## config.mk

```make
export PLATFORM = sky130hd
export DESIGN_NAME = evt_match_timer
export DESIGN_NICKNAME = d
export VERILOG_FILES = /design/src/rtl/emt_pkg.sv /design/src/rtl/emt_prescale.sv /design/src/rtl/emt_edge_sync.sv /design/src/rtl/emt_event_slot.sv /design/src/rtl/emt_counter.sv /design/src/rtl/evt_match_timer.sv
export SDC_FILE = /design/constraint.sdc
export NUM_CORES = 1
export LEC_CHECK = 0
export BUFFER_PORTS_ARGS = -buffer_cell sky130_fd_sc_hd__buf_4
export CORE_MARGIN = 2
export CORE_UTILIZATION = 35
export CTS_BUF_LIST = sky130_fd_sc_hd__clkbuf_16
export DETAILED_ROUTE_END_ITERATION = 12
export PLACE_DENSITY = 0.57
export SLEW_MARGIN = 10
export SYNTH_ARGS = -nofsm -noshare
export SYNTH_HDL_FRONTEND = slang
export SYNTH_HIERARCHICAL = 1
export SYNTH_SLANG_ARGS = --single-unit
```

## constraint.sdc

```tcl
create_clock -name clk -period 4.3 [get_ports clk]
set_input_delay 0.43 -clock clk [delete_from_list [all_inputs] [get_ports clk]]
set_output_delay 0.43 -clock clk [all_outputs]
set_load 0.01 [all_outputs]
```

## src/rtl/emt_pkg.sv

```systemverilog
package emt_pkg;

    localparam int CNT_W   = 16;
    localparam int PRE_W   = 4;
    localparam int N_EVT   = 4;
    localparam int N_MATCH = 4;
    localparam int N_IO    = 4;
    localparam int N_STATE = 4;
    localparam int DATA_W  = CNT_W;

    localparam int MSEL_W  = $clog2(N_MATCH);
    localparam int IOSEL_W = $clog2(N_IO);
    localparam int ESEL_W  = $clog2(N_EVT);
    localparam int STATE_W = $clog2(N_STATE);
    localparam int N_MAX   = (N_EVT > N_MATCH) ? N_EVT : N_MATCH;
    localparam int IDX_W   = (N_MAX > 4) ? $clog2(N_MAX) : 2;
    localparam int ADDR_W  = IDX_W + 3;

    // control register bit positions
    localparam int CB_HALT   = 0;
    localparam int CB_CLR    = 1;
    localparam int CB_BIDIR  = 2;
    localparam int CB_PRE    = 4;
    localparam int CB_LIMEN  = 8;
    localparam int CB_LIMSEL = 12;

    // event control bit positions
    localparam int EB_COMB  = 0;
    localparam int EB_MSEL  = 4;
    localparam int EB_IOSEL = 8;

    typedef enum logic [2:0] {
        G_MISC   = 3'd0,
        G_MATCH  = 3'd1,
        G_RELOAD = 3'd2,
        G_EVCTL  = 3'd3,
        G_EVMASK = 3'd4
    } grp_e;

    typedef enum logic [1:0] {
        CMB_BOTH     = 2'd0,
        CMB_MATCH    = 2'd1,
        CMB_IO       = 2'd2,
        CMB_BOTH_ALT = 2'd3
    } combine_e;

    typedef struct packed {
        combine_e             comb;
        logic [MSEL_W-1:0]    msel;
        logic [IOSEL_W-1:0]   iosel;
    } evcfg_t;

    typedef struct packed {
        logic                 halt;
        logic                 bidir;
        logic [PRE_W-1:0]     prescale;
        logic                 lim_en;
        logic [ESEL_W-1:0]    lim_sel;
    } ctrl_t;

    function automatic evcfg_t unpack_evcfg(input logic [DATA_W-1:0] d);
        evcfg_t c;
        c.comb  = combine_e'(d[EB_COMB +: 2]);
        c.msel  = d[EB_MSEL +: MSEL_W];
        c.iosel = d[EB_IOSEL +: IOSEL_W];
        return c;
    endfunction

    function automatic logic [DATA_W-1:0] pack_evcfg(input evcfg_t c);
        logic [DATA_W-1:0] d;
        d = '0;
        d[EB_COMB +: 2]        = c.comb;
        d[EB_MSEL +: MSEL_W]   = c.msel;
        d[EB_IOSEL +: IOSEL_W] = c.iosel;
        return d;
    endfunction

    function automatic ctrl_t unpack_ctrl(input logic [DATA_W-1:0] d);
        ctrl_t c;
        c.halt     = d[CB_HALT];
        c.bidir    = d[CB_BIDIR];
        c.prescale = d[CB_PRE +: PRE_W];
        c.lim_en   = d[CB_LIMEN];
        c.lim_sel  = d[CB_LIMSEL +: ESEL_W];
        return c;
    endfunction

    function automatic logic [DATA_W-1:0] pack_ctrl(input ctrl_t c);
        logic [DATA_W-1:0] d;
        d = '0;
        d[CB_HALT]              = c.halt;
        d[CB_BIDIR]             = c.bidir;
        d[CB_PRE +: PRE_W]      = c.prescale;
        d[CB_LIMEN]             = c.lim_en;
        d[CB_LIMSEL +: ESEL_W]  = c.lim_sel;
        return d;
    endfunction

endpackage

```

## src/rtl/emt_prescale.sv

```systemverilog
module emt_prescale
    import emt_pkg::*;
(
    input  logic             clk,
    input  logic             rst,
    input  logic             run,
    input  logic             clr,
    input  logic [PRE_W-1:0] div,
    output logic             tick
);

    logic [PRE_W-1:0] phase_q;

    assign tick = run && (phase_q >= div);

    always_ff @(posedge clk) begin
        if (rst || clr) begin
            phase_q <= '0;
        end else if (tick) begin
            phase_q <= '0;
        end else if (run) begin
            phase_q <= phase_q + 1'b1;
        end
    end

    AST_TICK_GAP: assert property (@(posedge clk) disable iff (rst)
        (tick && !clr && div != '0) |=> (!tick || div == '0));

endmodule

```

## src/rtl/emt_edge_sync.sv

```systemverilog
module emt_edge_sync
    import emt_pkg::*;
(
    input  logic            clk,
    input  logic            rst,
    input  logic [N_IO-1:0] din,
    output logic [N_IO-1:0] rise
);

    for (genvar gi = 0; gi < N_IO; gi++) begin : g_bit
        logic [2:0] sh_q;   // [0],[1] synchronizer, [2] history
        always_ff @(posedge clk) begin
            if (rst) sh_q <= '0;
            else     sh_q <= {sh_q[1:0], din[gi]};
        end
        assign rise[gi] = sh_q[1] & ~sh_q[2];
    end

    AST_RISE_SINGLE: assert property (@(posedge clk) disable iff (rst)
        (rise != '0) |=> ((rise & $past(rise)) == '0));

endmodule

```

## src/rtl/emt_event_slot.sv

```systemverilog
module emt_event_slot
    import emt_pkg::*;
(
    input  evcfg_t                          cfg,
    input  logic                            armed,
    input  logic                            tick,
    input  logic [CNT_W-1:0]                count,
    input  logic [N_MATCH-1:0][CNT_W-1:0]   match_bank,
    input  logic [N_IO-1:0]                 rise,
    output logic                            fire
);

    logic hit_m;
    logic hit_io;

    always_comb begin
        hit_m  = tick && (count == match_bank[cfg.msel]);
        hit_io = rise[cfg.iosel];
        case (cfg.comb)
            CMB_MATCH: fire = armed && hit_m;
            CMB_IO:    fire = armed && hit_io;
            default:   fire = armed && hit_m && hit_io;
        endcase
    end

endmodule

```

## src/rtl/emt_counter.sv

```systemverilog
module emt_counter
    import emt_pkg::*;
(
    input  logic             clk,
    input  logic             rst,
    input  logic             clr,
    input  logic             tick,
    input  logic             bidir,
    input  logic             limit_fire,
    output logic [CNT_W-1:0] count,
    output logic             down,
    output logic             lim_act
);

    assign lim_act = tick && !clr && limit_fire && (!bidir || !down);

    always_ff @(posedge clk) begin
        if (rst || clr) begin
            count <= '0;
            down  <= 1'b0;
        end else if (tick) begin
            if (!bidir) begin
                down  <= 1'b0;
                count <= limit_fire ? '0 : count + 1'b1;
            end else if (down) begin
                if (count == '0) begin
                    down  <= 1'b0;
                    count <= CNT_W'(1);
                end else begin
                    count <= count - 1'b1;
                end
            end else if (limit_fire) begin
                down  <= 1'b1;
                count <= count - 1'b1;
            end else begin
                count <= count + 1'b1;
            end
        end
    end

    AST_HOLD_NO_TICK: assert property (@(posedge clk) disable iff (rst)
        (!tick && !clr) |=> $stable(count));
    AST_CLEAR_ZERO: assert property (@(posedge clk) disable iff (rst)
        clr |=> (count == '0 && !down));
    AST_UP_LIMIT_ZERO: assert property (@(posedge clk) disable iff (rst)
        (tick && !clr && !bidir && limit_fire) |=> (count == '0));
    AST_TURN_DOWN: assert property (@(posedge clk) disable iff (rst)
        (tick && !clr && bidir && !down && limit_fire) |=> down);
    AST_TURN_UP: assert property (@(posedge clk) disable iff (rst)
        (tick && !clr && bidir && down && count == '0) |=> (!down && count == CNT_W'(1)));

endmodule

```

## src/rtl/evt_match_timer.sv

```systemverilog
module evt_match_timer
    import emt_pkg::*;
(
    input  logic              clk,
    input  logic              rst,
    input  logic              wr_en,
    input  logic [ADDR_W-1:0] addr,
    input  logic [DATA_W-1:0] wr_data,
    output logic [DATA_W-1:0] rd_data,
    input  logic [N_IO-1:0]   io_i,
    output logic [N_EVT-1:0]  evt_o,
    output logic              irq_o,
    output logic [CNT_W-1:0]  count_o,
    output logic              dir_o
);

    ctrl_t                              ctrl_q;
    logic [STATE_W-1:0]                 state_q;
    logic [N_EVT-1:0]                   flags_q;
    logic [N_EVT-1:0]                   inten_q;
    logic [N_MATCH-1:0][CNT_W-1:0]      match_q;
    logic [N_MATCH-1:0][CNT_W-1:0]      reload_q;
    evcfg_t [N_EVT-1:0]                 evcfg_q;
    logic [N_EVT-1:0][N_STATE-1:0]      evmask_q;

    grp_e                               grp;
    logic [IDX_W-1:0]                   idx;
    logic                               wr_misc;
    logic                               clr_pulse;
    logic [N_EVT-1:0]                   w1c;
    logic [N_EVT-1:0]                   armed;
    logic [N_EVT-1:0]                   fire;
    logic [N_IO-1:0]                    rise;
    logic                               tick;
    logic                               limit_fire;
    logic                               lim_act;
    logic [CNT_W-1:0]                   count;
    logic                               down;

    assign grp       = grp_e'(addr[ADDR_W-1:IDX_W]);
    assign idx       = addr[IDX_W-1:0];
    assign wr_misc   = wr_en && (grp == G_MISC);
    assign clr_pulse = wr_misc && (idx == IDX_W'(0)) && wr_data[CB_CLR];
    assign w1c       = (wr_misc && idx == IDX_W'(2)) ? wr_data[N_EVT-1:0] : '0;

    // ---------------- configuration registers ----------------
    always_ff @(posedge clk) begin
        if (rst) begin
            ctrl_q   <= unpack_ctrl(DATA_W'(1));
            state_q  <= '0;
            inten_q  <= '0;
            flags_q  <= '0;
            match_q  <= '0;
            reload_q <= '0;
            evcfg_q  <= '0;
            evmask_q <= '0;
        end else begin
            flags_q <= (flags_q & ~w1c) | fire;
            if (wr_misc && idx == IDX_W'(0)) ctrl_q  <= unpack_ctrl(wr_data);
            if (wr_misc && idx == IDX_W'(1)) state_q <= wr_data[STATE_W-1:0];
            if (wr_misc && idx == IDX_W'(3)) inten_q <= wr_data[N_EVT-1:0];
            for (int m = 0; m < N_MATCH; m++) begin
                if (wr_en && grp == G_MATCH && idx == IDX_W'(m)) begin
                    match_q[m] <= wr_data[CNT_W-1:0];
                end else if (lim_act) begin
                    match_q[m] <= reload_q[m];
                end
                if (wr_en && grp == G_RELOAD && idx == IDX_W'(m)) begin
                    reload_q[m] <= wr_data[CNT_W-1:0];
                end
            end
            for (int e = 0; e < N_EVT; e++) begin
                if (wr_en && grp == G_EVCTL && idx == IDX_W'(e)) begin
                    evcfg_q[e] <= unpack_evcfg(wr_data);
                end
                if (wr_en && grp == G_EVMASK && idx == IDX_W'(e)) begin
                    evmask_q[e] <= wr_data[N_STATE-1:0];
                end
            end
        end
    end

    // ---------------- read mux ----------------
    always_comb begin
        rd_data = '0;
        case (grp)
            G_MISC: begin
                case (idx)
                    IDX_W'(0): rd_data = pack_ctrl(ctrl_q);
                    IDX_W'(1): rd_data = DATA_W'(state_q);
                    IDX_W'(2): rd_data = DATA_W'(flags_q);
                    default:   rd_data = DATA_W'(inten_q);
                endcase
            end
            G_MATCH:  rd_data = DATA_W'(match_q[idx]);
            G_RELOAD: rd_data = DATA_W'(reload_q[idx]);
            G_EVCTL:  rd_data = pack_evcfg(evcfg_q[idx]);
            G_EVMASK: rd_data = DATA_W'(evmask_q[idx]);
            default:  rd_data = '0;
        endcase
    end

    // ---------------- datapath ----------------
    emt_prescale u_prescale (
        .clk  (clk),
        .rst  (rst),
        .run  (!ctrl_q.halt),
        .clr  (clr_pulse),
        .div  (ctrl_q.prescale),
        .tick (tick)
    );

    emt_edge_sync u_sync (
        .clk  (clk),
        .rst  (rst),
        .din  (io_i),
        .rise (rise)
    );

    for (genvar ge = 0; ge < N_EVT; ge++) begin : g_evt
        assign armed[ge] = evmask_q[ge][state_q];
        emt_event_slot u_slot (
            .cfg        (evcfg_q[ge]),
            .armed      (armed[ge]),
            .tick       (tick),
            .count      (count),
            .match_bank (match_q),
            .rise       (rise),
            .fire       (fire[ge])
        );
    end

    assign limit_fire = ctrl_q.lim_en && fire[ctrl_q.lim_sel];

    emt_counter u_counter (
        .clk        (clk),
        .rst        (rst),
        .clr        (clr_pulse),
        .tick       (tick),
        .bidir      (ctrl_q.bidir),
        .limit_fire (limit_fire),
        .count      (count),
        .down       (down),
        .lim_act    (lim_act)
    );

    assign evt_o   = fire;
    assign irq_o   = |(flags_q & inten_q);
    assign count_o = count;
    assign dir_o   = down;

    AST_MASK_GATE: assert property (@(posedge clk) disable iff (rst)
        ((fire & ~armed) == '0));
    AST_FLAG_SET: assert property (@(posedge clk) disable iff (rst)
        (fire != '0) |=> ((flags_q & $past(fire)) == $past(fire)));
    AST_FLAG_STICKY: assert property (@(posedge clk) disable iff (rst)
        1'b1 |=> ((flags_q & $past(flags_q & ~w1c)) == $past(flags_q & ~w1c)));
    AST_RELOAD_AT_LIMIT: assert property (@(posedge clk) disable iff (rst)
        (lim_act && !wr_en) |=> (match_q == $past(reload_q)));

endmodule

```

==> results of run 1 <==
[worst paths after layout]
path,startpoint,endpoint,slack [ps],cells past startpoint
worst max-delay path,evcfg_q[8],match_q[12],210,12
worst min-delay path,io_i[3],u_sync/g_bit[3].sh_q[0],100,2
worst max register to register,evcfg_q[8],match_q[12],210,12
worst min register to register,u_sync/g_bit[0].sh_q[0],u_sync/g_bit[0].sh_q[1],440,1
[cell usage after synthesis (4+ instances only)]
master	n	area share
a211o_1	4	0.0025
a211oi_1	69	0.037
a21oi_1	128	0.046
a22o_1	4	0.0025
a22oi_1	11	0.0059
a31oi_1	11	0.0049
a32oi_1	5	0.0031
and2_1	7	0.0031
buf_2	42	0.015
buf_4	11	0.0059
buf_6	21	0.017
clkbuf_1	55	0.015
dfxtp_1	220	0.31
ha_1	7	0.0062
inv_1	10	0.0027
mux2_2	4	0.0032
mux2i_1	152	0.11
mux4_1	15	0.028
mux4_2	72	0.12
nand2_1	211	0.056
nand2b_1	6	0.0027
nand3_1	44	0.016
nand4_1	21	0.0094
nand4b_1	5	0.0031
nor2_1	117	0.031
nor2b_1	16	0.0071
nor2b_2	8	0.0050
nor3_1	17	0.0061
nor4_1	6	0.0027
o2111ai_1	4	0.0025
o21ai_0	37	0.013
o21ai_1	11	0.0039
o22ai_1	5	0.0022
or4_1	7	0.0037
xnor2_1	43	0.027
xor2_1	39	0.024
[per-layer routing]
layer  GRT usage  wire length (µm)  vias to the layer above
li1            -                 -                     5581
met2       0.344             21400                      478
met4      0.0782              1510                        0
met5           0                 0                        -
met3      0.0295              3210                       72
met1       0.313             20800                     5933
[kinds of logic (layout without fill, tap and decap cells)]
group                      after synthesis  count (layout)
and+or+nand+nor                        504             504
AOI/OAI and AO/OA                      315             315
muxes                                  243             243
DFF                                    220             220
buffers and inverters                  147             173
xor gates and xnor gates                82              82
adders and majority gates                7               7
[flip-flops by register name, summed over array words and instances (netlist names)]
register and count:
ctrl_q 9, evcfg_q 24, evmask_q 16, flags_q 4, inten_q 4, match_q 64
reload_q 64, state_q 2, u_counter/count 16, u_counter/down 1, u_prescale/phase_q 4, u_sync/g_bit.sh_q 12
[power groups by stage]
stage	registers, W	logic (W)	clock network (W)
2_1_floorplan	0.00214	0.000282	0
3_3_place_gp	0.00216	0.000389	0
3_5_place_dp	0.00216	0.000392	0
4_1_cts	0.00211	0.000394	0.00223
5_1_grt	0.00212	0.000421	0.00230
6_report	0.00211	0.000396	0.00217
[per-stage QoR]
stage,setup slack [ps],hold WS [ps],std cells,cell area (µm²)
2_1_floorplan,607,415,1518,14100
3_3_place_gp,304,427,2021,14900
3_5_place_dp,252,429,2021,14900
4_1_cts,221,66.5,2069,15700
5_1_grt,4.76,94.2,2069,15700
6_report,209,95.8,2069,15700
[cell type report]
class,instances,area (µm²)
multi-input combinational,1151,8850
sequential,220,4400
fill,4035,24000
clock inverter,21,150
tap,525,657
timing repair buffer,113,902
clock buffer,27,676
inverter,12,45.0
==> summary.txt, run 1 <==
Global route
  – Largest net degree at the start of global routing: 93
  – Vias in the first global route: 11300
  – Global-route usage over all layers: 0.221
  – First-pass GRT wire length: 71.2 mm
  – Antenna violations before repair: 0
  – Overflow after GRT: 0

STA
  – Least-Margin Pin Slew: approximately 1000 ps
  – Setup violators final: 0
  – Endpoints failing hold: 0
  – Relative slew slack: 0.314
  – Max Clock Freq: 0.244 GHz
  – Clock skew: 31.4 ps
  – Unrepaired setup endpoints after global routing: no
  – Tmin final: approximately 4100 ps
  – Final Cycle Share: 0.951
  – Setup TNS: 0 ps
  – Max Transition Viols Final: 0

Power and ir drop
  – Leakage: roughly 5.2 nW
  – Final Power: 0.00468 W
  – Internal power: between 0.003 and 0.004 W
  – Part of the power in the clock network: 0.464
  – Maximum vdd drop: between 0.15 and 0.2 mV
  – Pwr/cell area: 299 nW/µm²
  – Switching Fraction: 0.261
  – Flop pwr share: 0.451
  – Net Switching: around 0.0012 W
  – Logic pwr share: 0.084

Floorplanning
  – I/O pin cnt: 66
  – Die Footprint: around 42000 µm²
  – Die H: between 200 and 250 µm
  – Die W: about 200 µm
  – Starting Density: 0.354
  – Core area: around 40000 µm²
  – Row count: 73

Worst setup path
  – Critical-path cell list: mux4_2 -> xnor2_1 -> nand4_1 -> or4_1 -> o21ai_1 -> mux4_2 -> and2_1 -> nand2_1 -> a211oi_4 -> buf_4 -> mux2i_1 -> a211oi_1
  – Top Family by Delay on Critical Path: multiplexers
  – Most common cell on crit path: mux4_2
  – Critical path buffers and inverters: 1
  – Crit-path max FO: 17
  – Worst-path cell with the longest stage delay: dfxtp_1
  – Arrival time worst endpoint: 4550 ps
  – Critical path type: reg2reg
  – Crit. End Element: flip-flop
  – Critical Path Source Type: flip-flop
  – Worst EP required: 4760 ps
  – Delay of the slowest critical-path stage: 850 ps

Yosys
  – Yosys warnings: 6
  – Synthesized Nets: ~1600
  – Syn Area/Cell: 9.26 µm²
  – Syn Std Cell Area: ~14000 µm²
  – Post-Synthesis Cells: between 1500 and 2000
  – Synthesized-area fraction occupied by adder cells: 0.00623
  – Compound-cell area share of the yosys netlist: 0.140
  – Asr flop ratio synth: 0
  – Synth Flop Type: dfxtp_1
  – Unique cell type count in the Yosys netlist: 87
  – Largest family of logic cells by synthesized area: multiplexers
  – Synth Register Bits: 220
  – Number of enable flip-flop cells after synthesis: 0
  – Simple-Gate Fraction of Synth Area: 0.176
  – Mux cell area share after synthesis: 0.255
  – Post-Synth XOR/XNOR Area: 0.0511
  – Seq/Total Area, Yosys: 0.313

Drt
  – Post-route DRC: 0
  – Final wirelength: around 47 mm
  – Post-route ant nets: 0
  – Drt via density: between 5 and 6
  – 1st-pass router iterations: 7
  – Initial DRC count: 1234
  – Wire length per cell: ~23 µm
  – Vias: 12100

Placed design
  – PortBufs: 65
  – Final GP Congestion: roughly 0.92
  – Final HPWL DP: about 33 mm

Cells and area
  – Ant diodes: 0
  – Synth-to-Final Area Change: 11.6%
  – Most common cell after layout, fill and taps aside: dfxtp_1
  – Fraction of layout cells with a size suffix above 1: 0.169
  – Core Util, Final: 0.396
  – Most frequent cells in the layout: dfxtp_1 (220), nand2_1 (211), mux2i_1 (152)
  – Final net count: around 1600

Job
  – Max-cap viol count: 0

Status
  – Outcome: completed

Clocking
  – Root Driver: clkbuf_16
  – Post-CTS sizing: 0
  – Clock Path Buffers: 3
  – CTS tree: yes
  – Hold Buf Count CTS: 0
  – CTS sink cnt: 220
  – Post-CTS Setup Inserts: 0
  – Num CTS Buffers: 26
  – H-tree Lvls: 1
  – Clk slew on worst S/H paths: around 60 ps
  – Clk Latency, worst-skew pair: between 500 and 600 ps

Worst hold path
  – Hold crit path type: in2reg
No activity file was read; power rests on OpenSTA's default activity.
==> inputs of run 2 (changes only) <==
Settings changed: ABC_CLOCK_PERIOD_IN_PS set to 3350, PLACE_DENSITY 0.57 to 0.59.
Clock period 4.3 ns to 3.35 ns, I/O delays scaled along.
==> summary.txt, run 2 (synthesis results as in run 1) <==
Status
  – Outcome: complete, but fails checks
  – Failing checks: negative setup slack

Placed design
  – Pre-CTS WS: -291 ps
  – Final GP Congestion: about 0.93
  – Placed insts: approximately 2100
  – PortBufs: 65
  – Final HPWL DP: between 30 and 40 mm
  – Post-DP Area: 15900 µm²

Drt
  – Vias: 13000
  – Wire length per cell: 22.9 µm
  – 1st-pass router iterations: 6
  – Post-route DRC: 0
  – Drt via density: approximately 5.9
  – Final wirelength: 50.5 mm
  – Initial DRC count: between 1000 and 1500
  – Post-route ant nets: 0

Clocking
  – Num CTS Buffers: 27
  – CTS tree: yes
  – Root Driver: clkbuf_16
  – H-tree Lvls: 1
  – Clock Path Buffers: 3
  – Clk slew on worst S/H paths: roughly 60 ps
  – Clk Latency, worst-skew pair: roughly 570 ps
  – CTS sink cnt: 220

Floorplanning
  – Core area: around 40000 µm²
  – Row count: 73
  – I/O pin cnt: 66
  – Die W: slightly above 200 µm
  – Die Footprint: 41800 µm²
  – Starting Density: 0.354
  – Die H: ~200 µm

Worst hold path
  – Worst Hold Endpoint: reload_q[47]
  – HP Start: wr_data[15]
  – Hold Path Cell Cnt: 3
  – Hold crit path type: in2reg

STA
  – Setup TNS: -14030 ps
  – Final Cycle Share: 1.08
  – Tmin final: 3630 ps
  – Max Transition Viols Final: 0
  – Clock skew: ~37 ps
  – Setup violators final: 78
  – Endpoints failing hold: 0
  – Relative slew slack: 0.384
  – Unrepaired setup endpoints after global routing: yes
  – Least-Margin Pin Slew: roughly 900 ps
  – Final worst slack: -282 ps
  – Max Clock Freq: 0.275 GHz

Power and ir drop
  – Switching Fraction: 0.263
  – Final Power: roughly 0.0061 W
  – Pwr/cell area: approximately 350 nW/µm²
  – Internal power: approximately 0.0045 W
  – Part of the power in the clock network: 0.461
  – Net Switching: between 0.0015 and 0.002 W
  – Flop pwr share: 0.443
  – Leakage: 6.09 nW
  – Maximum vdd drop: approximately 0.33 mV
  – Logic pwr share: 0.095

Cells and area
  – Multi-input gate area: 9160 µm²
  – Seq. cell area: between 4000 and 5000 µm²
  – Fraction of layout cells with a size suffix above 1: 0.270
  – Synth-to-Final Area Change: 24.2%
  – Most common cell after layout, fill and taps aside: dfxtp_1
  – Cell Count, Final, Fillers Out: between 2000 and 2500
  – Final net count: approximately 1700
  – Ant diodes: 0
  – Biggest regs: match_q (64), reload_q (64), evcfg_q (24)
  – Most frequent cells in the layout: dfxtp_1 (215), nand2_1 (209), buf_4 (195)
  – Final instance area: 17400 µm²
  – Fillcell total: 3867

Job
  – Max-cap viol count: 0

Global route
  – Overflow after GRT: 0
  – Global-route usage over all layers: 0.235
  – Vias in the first global route: 12200
  – Largest net degree at the start of global routing: 179
  – First-pass GRT wire length: between 70 and 80 mm
  – Antenna violations before repair: 0

Worst setup path
  – Worst reg2reg path depth: 15
  – Crit-path max FO: 6
  – Flop2flop setup slack: -280 ps
  – Arrival time worst endpoint: 4100 ps
  – Worst EP required: between 3000 and 4000 ps
  – Critical Path Source Type: flip-flop
  – Critical path type: reg2reg
  – Reg-to-Reg Start: evcfg_q[14]
  – Reg2reg end: u_counter/count[4]
  – Crit. End Element: flip-flop
-- run 2: power by group through the flow --
stage	Combinational (W)	Clock [W]	Sequential [W]
after detailed placement	0.000550	0	0.00275
after global placement	0.000549	0	0.00275
after global routing	0.000616	0.00296	0.00270
after CTS	0.000566	0.00287	0.00269
after floorplan	0.000365	0	0.00274
final	0.000579	0.00281	0.00270
-- run 2: worst max-delay path by stage --
stage / to / startpoint / slack (ps) / depth (start not counted)
2_1_floorplan: match_q[21] / evcfg_q[9] / -2 / 16
3_5_place_dp: match_q[31] / evcfg_q[14] / -290 / 14
5_1_grt: u_counter/count[4] / evcfg_q[14] / -320 / 15
6_report: u_counter/count[4] / evcfg_q[14] / -280 / 15
4_1_cts: match_q[31] / evcfg_q[14] / -220 / 14
3_3_place_gp: match_q[17] / evcfg_q[14] / -270 / 14
-- run 2: timing repair --
action / CTS / global route
pin swaps: 29 / 54
hold buffers: 4 / 0
endpoints found under the setup margin: 78 / 80
buffers inserted: 13 / 9
gates resized for setup: 53 / 47
endpoints found under the hold margin: 4 / 0
cloned: 3 / 5
-- run 2: layer usage --
metal / vias to the layer above / global-route usage / wire length, µm
met3: 115 / 0.0292 / 3700
met4: 0 / 0.0981 / 2080
met2: 584 / 0.368 / 23000
met1: 6405 / 0.327 / 21700
li1: 5873 / - / -
met5: - / 0 / 0
-- run 2: area by class of cell --
class,count,area share
well taps,525,0.0377
flip-flops and latches,220,0.253
multi-input cells,1151,0.525
clock inverters,19,0.00875
clock buffers,27,0.0387
inverters,12,0.00258
repair buffers,250,0.134
-- run 2: through the flow --
stage	util	hold WS (ps)
2_1_floorplan	-	412
3_3_place_gp	0.400	431
3_5_place_dp	0.400	434
4_1_cts	0.431	44.6
5_1_grt	0.440	76.8
6_report	0.440	65.9
-- run 2: critical path: stages, from the launching register on --
cell      delay, ps
dfxtp_4         370
buf_8           130
buf_6            90
mux4_2          510
xnor2_2         170
nand4_1         100
or4_4           460
o21ai_4         150
mux4_2          240
and2_4          160
buf_6            90
buf_6           100
o21a_1          140
o211ai_1        220
or3_1           430
a21oi_2         160
==> inputs of run 3 (changes only) <==
Settings changed: SYNTH_HIERARCHICAL 1 to not set.
==> summary.txt, run 3 <==
Status
  – Outcome: complete, but fails checks
  – Failing checks: negative setup slack

Worst setup path
  – Worst reg2reg path depth: 13
  – Critical path type: reg2out
  – Delay of the slowest critical-path stage: about 530 ps
  – Worst-path cell with the longest stage delay: mux4_2
  – Critical-path cell list: buf_12 -> buf_12 -> mux4_2 -> xnor2_2 -> o2111ai_1 -> a211o_1 -> or3b_4 -> a21boi_2 -> buf_4 -> buf_6
  – Most common cell on crit path: buf_12
  – Crit-path max FO: 8
  – Arrival time worst endpoint: 3100 ps
  – Critical Path Source Type: flip-flop
  – Crit. End Element: primary output
  – Worst EP required: ~3000 ps
  – Critical path buffers and inverters: 4
  – WP depth: 10
  – Top Family by Delay on Critical Path: compound AO/OA/AOI/OAI gates

Yosys
  – Syn Std Cell Area: 13600 µm²
  – Cell taking the most area after synthesis: dfxtp_1
  – Yosys warnings: 0
  – Synth Register Bits: 220
  – Cell with the most instances after synthesis: dfxtp_1
  – Syn Area/Cell: ~9.3 µm²
  – Post-Synthesis Cells: around 1500
  – Asr flop ratio synth: 0
  – Synth top area share: 0.324
  – Number of enable flip-flop cells after synthesis: 0
  – Synth Flop Type: dfxtp_1
  – Seq/Total Area, Yosys: 0.324
  – List of most frequent post-synthesis cells: dfxtp_1 (220), nand2_1 (214), nor2_1 (152), mux2i_1 (124), a21oi_1 (111)
  – Unique cell type count in the Yosys netlist: 76
  – Area contributors post-synth: dfxtp_1 (32%), mux4_2 (17%), mux2i_1 (9.1%)
  – Synthesized Nets: about 1500

Floorplanning
  – Row count: 72
  – Die Footprint: just over 40000 µm²
  – Core area: slightly below 40000 µm²
  – I/O pin cnt: 66
  – Die H: between 200 and 250 µm
  – Die W: approximately 200 µm
  – Starting Density: 0.353

Cells and area
  – Fillcell total: between 3000 and 4000
  – Ant diodes: 0
  – Biggest regs: match_q (64), reload_q (64), evcfg_q (24)
  – Fraction of layout cells with a size suffix above 1: 0.250
  – Final instance area: around 16000 µm²
  – Core Util, Final: 0.428
  – Final net count: around 1600
  – Synth-to-Final Area Change: 21.2%
  – Most frequent cells in the layout: dfxtp_1 (216), nand2_1 (214), buf_4 (163)
  – Most common cell after layout, fill and taps aside: dfxtp_1

Drt
  – Vias: about 12000
  – Drt via density: 5.82
  – Post-route ant nets: 0
  – Wire length per cell: 22.5 µm
  – Final wirelength: about 47 mm
  – Initial DRC count: ~1300
  – 1st-pass router iterations: 7
  – Post-route DRC: 0

STA
  – Tmin final: 3440 ps
  – Max Transition Viols Final: 0
  – Final Cycle Share: 1.03
  – Endpoints failing hold: 0
  – Max Clock Freq: 0.291 GHz
  – Least-Margin Pin Slew: 878 ps
  – Final worst slack: -88.1 ps
  – Clock skew: 23.3 ps
  – Relative slew slack: 0.412
  – Unrepaired setup endpoints after global routing: yes
  – Setup violators final: 5

Global route
  – First-pass GRT wire length: ~70 mm
  – Largest net degree at the start of global routing: ~110
  – Overflow after GRT: 0
  – Global-route usage over all layers: 0.224
  – Antenna violations before repair: 0
  – Vias in the first global route: around 12000

Clocking
  – Clk Latency, worst-skew pair: between 500 and 600 ps
  – CTS sink cnt: 220
  – Num CTS Buffers: 25
  – CTS tree: yes
  – Root Driver: clkbuf_16
  – Clk slew on worst S/H paths: approximately 70 ps
  – H-tree Lvls: 1
  – Clock Path Buffers: 3

Placed design
  – Post-DP Area: between 10000 and 15000 µm²
  – Final GP Congestion: slightly below 1
  – Final HPWL DP: 31.9 mm
  – PortBufs: 65

Worst hold path
  – Hold Path Cell Cnt: 2
  – Hold crit path type: in2reg

Power and ir drop
  – Maximum vdd drop: 0.286 mV
  – Pwr/cell area: 375 nW/µm²
  – Leakage: about 6.1 nW

Job
  – Max-cap viol count: 0
-- run 3: area by class of cell --
class	instances	area, µm²	share of cell area
Sequential cell	220	4410	0.268
Clock inverter	20	249	0.0151
Multi-Input combinational cell	1094	8730	0.530
Clock buffer	25	626	0.0380
Tap cell	518	648	0.0394
Inverter	12	45.0	0.00274
Timing Repair Buffer	192	1760	0.107
-- run 3: final timing paths --
check / startpoint / end / slack, ps
setup reg to reg: evcfg_q[20] / match_q[23] / -20
hold reg to reg: u_sync.g_bit[0].sh_q[0] / u_sync.g_bit[0].sh_q[1] / 430
setup / recovery: evcfg_q[2] / evt_o[0] / -90
hold / removal: io_i[1] / u_sync.g_bit[1].sh_q[0] / 20
-- run 3: logic make-up after synthesis --
kind of cell / share of synthesized area
compound gates: 0.131
mux: 0.270
xor+xnor: 0.0529
simple gates: 0.160
fa+ha+maj: 0.00737
buf+inv: 0.0541
flops: 0.324
-- run 3: repair_timing --
action | in CTS | in global routing
setup endpoints to repair | 76 | 77
pin swaps | 10 | 56
buffers inserted | 8 | 13
hold buffers | 3 | 0
hold endpoints to repair | 3 | 0
gates cloned | 2 | 5
resized for setup | 27 | 41
-- run 3: per-layer routing --
metal / global-route usage / wire, µm / vias to the layer above
li1: - / - / 5474
met1: 0.314 / 20000 / 5996
met2: 0.351 / 21600 / 555
met3: 0.0313 / 3530 / 87
met4: 0.0804 / 1720 / 0
met5: 0 / 0 / -
-- run 3: through the flow --
stage                     hold slack [ps]  power (W)  TNS [ps]  std cells  setup WS [ps]
final                                21.6    0.00617      -205       2081          -88.1
after detailed placement              425    0.00319     -5790       2005           -133
after global routing                 19.3    0.00636     -4520       2081           -131
after CTS                            15.2    0.00620      -441       2063          -87.0
after floorplan                       414    0.00302         0       1467            353
after global placement                424    0.00319     -5700       2005           -105
-- run 3: where the power goes --
part	total, W	switching, W	internal [W]
logic	0.000482	0.000298	0.000184
clock network	0.00301	0.00119	0.00182
registers	0.00269	0.0000417	0.00264
